[config.mk]
export PLATFORM = sky130hd
export DESIGN_NAME = rst_combiner
export DESIGN_NICKNAME = d
export VERILOG_FILES = /design/src/rtl/rst_combiner.sv
export SDC_FILE = /design/constraint.sdc
export NUM_CORES = 1
export LEC_CHECK = 0
export BUFFER_PORTS_ARGS = -buffer_cell sky130_fd_sc_hd__buf_2
export CAP_MARGIN = 0
export CORE_MARGIN = 2
export CORE_UTILIZATION = 45
export DETAILED_ROUTE_END_ITERATION = 8
export PLACE_DENSITY_LB_ADDON = 0.25
export SLEW_MARGIN = 5
export SYNTH_ARGS = -nofsm -noshare
export SYNTH_HDL_FRONTEND = slang
export SYNTH_SLANG_ARGS = --single-unit
[constraint.sdc]
create_clock -name clk -period 3.5 [get_ports clk]
set_clock_uncertainty 0.15 [all_clocks]
set_input_delay 0.7 -clock clk [delete_from_list [all_inputs] [get_ports clk]]
set_output_delay 0.7 -clock clk [all_outputs]
set_load 0.1 [all_outputs]
[src/rtl/rst_combiner.sv]
`timescale 1ns/1ps
module rst_combiner #(
  parameter int FILT_LEN = 4,
  parameter int HOLD_LEN = 8
) (
  input  logic        clk,
  input  logic        por_req,
  input  logic        bor_req,
  input  logic        mclr_n,
  input  logic        swrst_req,
  input  logic        wdt_req,
  input  logic        cfgmis_req,
  input  logic        trapc_req,
  input  logic        illop_req,
  input  logic        uninitw_req,
  input  logic        secv_req,
  input  logic        reg_we,
  input  logic [15:0] reg_wdata,
  output logic [15:0] reg_rdata,
  output logic        sys_rst
);
  localparam int NSRC = 10;
  localparam int FW   = $clog2(FILT_LEN + 1);
  localparam int HW   = $clog2(HOLD_LEN + 1);

  logic [FW-1:0]   low_cnt;
  logic [HW-1:0]   hold_cnt;
  logic [NSRC-1:0] stat;
  logic [NSRC-1:0] src_vec;
  logic            mclr_hit;
  logic            any_src;

  always_ff @(posedge clk) begin
    if (por_req || mclr_n)
      low_cnt <= '0;
    else if (low_cnt != FW'(FILT_LEN))
      low_cnt <= low_cnt + 1'b1;
  end

  assign mclr_hit = (low_cnt == FW'(FILT_LEN));

  assign src_vec = {secv_req, uninitw_req, illop_req, trapc_req, cfgmis_req,
                    wdt_req, swrst_req, mclr_hit, bor_req, por_req};
  assign any_src = |src_vec;

  always_ff @(posedge clk) begin
    if (any_src)
      hold_cnt <= HW'(HOLD_LEN);
    else if (hold_cnt != '0)
      hold_cnt <= hold_cnt - 1'b1;
  end

  assign sys_rst = any_src || (hold_cnt != '0);

  always_ff @(posedge clk) begin
    if (por_req)
      stat <= NSRC'(1);
    else
      stat <= (reg_we ? reg_wdata[NSRC-1:0] : stat) | src_vec;
  end

  assign reg_rdata = {{(16-NSRC){1'b0}}, stat};
endmodule


# Yosys cells after proc, flatten, opt, wreduce, memory -nomap -nowiden
# Cells that the tools add are included.
# word_totals
register_bits,17
output_inout_bits,17
wordCells,13
in_bits,28
# classes
n_bitwise,1
n_eq_ne,2
reduce_logical,4
n_mux,1
addsub,2
# ops
operator,count
$mux W10,1
$or A10 B10 Y10,1
$reduce_or A10 Y1,1
$reduce_bool A4 Y1,1
$sub A4 B1 Y4 const B,1
$add A3 B1 Y3 const B,1
$eq A3 B3 Y1 const B,1
$ne A3 B3 Y1 const B,1
$logic_or A1 B1 Y1,2

# Longest topological paths before layout
# depth
depth_word,3
mapped_depth,5
depth_no_buf,5

# Worst setup path after synthesis
# Ideal clock, no wire load.
# synth_path
kind,input-to-output
start,input port por_req
end,output port sys_rst
n_path_buf,0
required_time_ns,2.650
t_arrival_ns,2.088
setup_slack_ns,0.562
stages,3
cell_sequence,nor4_2 > nand4_2 > or4b_1
# synth_between
elab_chain_cells,2
# synth_rtl
item,line,text
"start, declared",7,"input logic por_req,"
$reduce_or A10 Y1,44,assign any_src = |src_vec;
$logic_or A1 B1 Y1,53,assign sys_rst = any_src || (hold_cnt != '0);
"end, declared",20,output logic sys_rst
# Every way passes these cells.

# Worst setup path in the final report
# Ends and elaborated chain as after synthesis.

==> metrics.yaml <==
p_leak_nw: 0.441
cap_viol_max_count: 0
hold_ws_ps: 367
routed_wl_um: 1500
cts_tree: "done"
antenna_found_initial: 0
power.switching_mw: 0.173
ctsHtreeMaxLevel: 1
fin_nets: 151
worst-path-max-fanout: 14
cp_top_family: "simple AND/OR/NAND/NOR gates"
cp_cell_sequence: "buf_2 > nor4_2 > nand4_2 > or4b_1 > buf_2"
root_buffer: "clkbuf_4"
final_common_cell: "buf_2"
finalCritPeriodShare_pct: 88.7
grt_pass1_wl_um: 2190
drc: 0
drtAntennaViolNets: 0
row_count: 15
grt_use_total_pct: 14.9
cpMostUsedCell: "buf_2"
clk_latency_ps: 280
place_area_sq_um: 941
crit_buf_inv: 2
yosys.cell_types.count: 23
multi_input_area_sq_um: 404
crit_required_ps: 2650
ys_ff_latch: 17
finalWorstSetupSlack_ps: 395
p_per_area_mw_per_mm2: 461
grt_max_degree: 20
setup_viol: 0
arrival_ps: 2260
cts_buffers: 3
seqPwrFrac_pct: 46.4
setup_tns_ps: 0
die_h_um: 46.2
ys_seq_area_share_pct: 42.6
p_sw_share_pct: 38.9
postSynth.asyncResetShare_pct: 0
num_vias: 672
via_per_inst: 4.98
die_area_sq_mm: 0.00213
first_pass_iters: 2
synthTopCellsByArea: "dfxtp_1 43%, a211oi_1 8.5%, nor2b_1 7.8%"
wire_per_inst_um: 11.1
synth.avg_cell_area_sq_um: 9.30
fill_cells: 160
syn-cell-area_sq_um: 800
syn_inst: 86
run_status: "completed"
critPathMaxStageDelay_ps: 530
post-route-util_pct: 57.3
synthFlopType: "dfxtp_1"
hold_path_class: "reg -> reg"
clock_sinks: 17
seqCellArea_sq_um: 340
cts_setup_buffers: 0
drt_iter0_drc: 3
fmax_ghz: 0.322
numPortBuffers: 32
crit_slowest_cell: "or4b_1"
p_int_mw: 0.272
clk_pin_slew_ps: 90
core_area_sq_mm: 0.00169
hold_viol: 0
cts_resized: 0
period_minus_slack_ps: 3110
drive_above_1_share_pct: 31.4
ctsHoldBuffers: 0
end_kind: "primary output"
synth.largest_area_cell: "dfxtp_1"
cts_buffer_depth: 2
rsz0062_at_grt: "false"
mostFrequentLayoutCells: "32 x buf_2, 17 x dfxtp_1, 10 x nor2_1, 10 x nor2b_1, 9 x a211oi_1"
ios: 45
peakVddDrop_v: 0.000203
comb_power_share_pct: 30.4
gp_congestion: 0.642
hpwl_um: 1190
synth_top_area_share_pct: 42.6
place_ws_ps: 371
antenna_cells: 0
synth_edf_count: 0
grt_pass1_vias: 579
chipWidth_um: 46.2
syn_to_final_growth_pct: 21.0
overflow: 0
slew_violations: 0
yosysWarnings: 0
start_util_pct: 47.3
critPathLaunchType: "input port"
path_class: "in -> out"
p_clk_share_pct: 23.2
fin_area_sq_um: 967
==> stage by stage <==
step | instances | total power, mW
4_1_cts | 135 | 0.450
3_5_place_dp | 131 | 0.347
5_1_grt | 135 | 0.467
2_1_floorplan | 91 | 0.328
3_3_place_gp | 131 | 0.345
6_report | 135 | 0.446
==> tightest hold or removal path: cells and delay by family, from the launching register on <==
family / cells / cell delay, ps
DFF: 1 / 320
buffers and inverters: 1 / 90
AOI/OAI and AO/OA: 1 / 70
==> layer usage <==
| layer | up-vias | wire length, um | track usage, % |
|---|---|---|---|
| met1 | 301 | 655 | 15.1 |
| met4 | 0 | 19 | 10.3 |
| met2 | 19 | 744 | 26.1 |
| met5 | - | 0 | 0 |
| li1 | 350 | - | - |
| met3 | 2 | 75 | 3.92 |
==> state kept, by name, summed over array words and instances (netlist names) <==
register and count:
hold_cnt 4, low_cnt 3, stat 10
==> cell usage after synthesis, types with 2 or more instances <==
library cell	count
dfxtp_1	17
nor2_1	10
nor2b_1	10
a211oi_1	9
buf_4	6
nor3_1	6
ha_1	4
inv_1	4
xnor2_1	3
a211o_1	2
buf_2	2
mux2i_1	2
==> power groups by stage <==
stage | clock network (mW) | logic, mW | registers (mW)
final | 0.103 | 0.136 | 0.207
after global routing | 0.117 | 0.142 | 0.208
after CTS | 0.107 | 0.136 | 0.207
after detailed placement | 0 | 0.136 | 0.212
after global placement | 0 | 0.134 | 0.211
after floorplan | 0 | 0.0551 | 0.273
==> worst paths after layout <==
path	from	end	depth (start not counted)	slack, ps
worst max-delay path	por_req	sys_rst	5	390
worst min register to register	hold_cnt[1]	hold_cnt[1]	2	370
worst min-delay path	hold_cnt[1]	hold_cnt[1]	2	370
worst max register to register	hold_cnt[0]	hold_cnt[1]	5	1960
==> area by class of cell <==
class,instances,share of cell area (%)
Multi-Input combinational cell,61,41.8
Timing Repair Buffer,32,16.6
Inverter,4,1.55
Clock buffer,4,2.72
Sequential cell,17,35.2
Tap cell,17,2.20
==> cell families after synthesis <==
| group | synth area share, % |
|---|---|
| and+or+nand+nor | 23.8 |
| DFF | 42.6 |
| AOI/OAI and AO/OA | 11.9 |
| buffers and inverters | 9.23 |
| adders and majority gates | 6.26 |
| xor gates and xnor gates | 3.29 |
| muxes | 2.50 |
| other | 0.469 |
(Power assumes the default switching activity.)
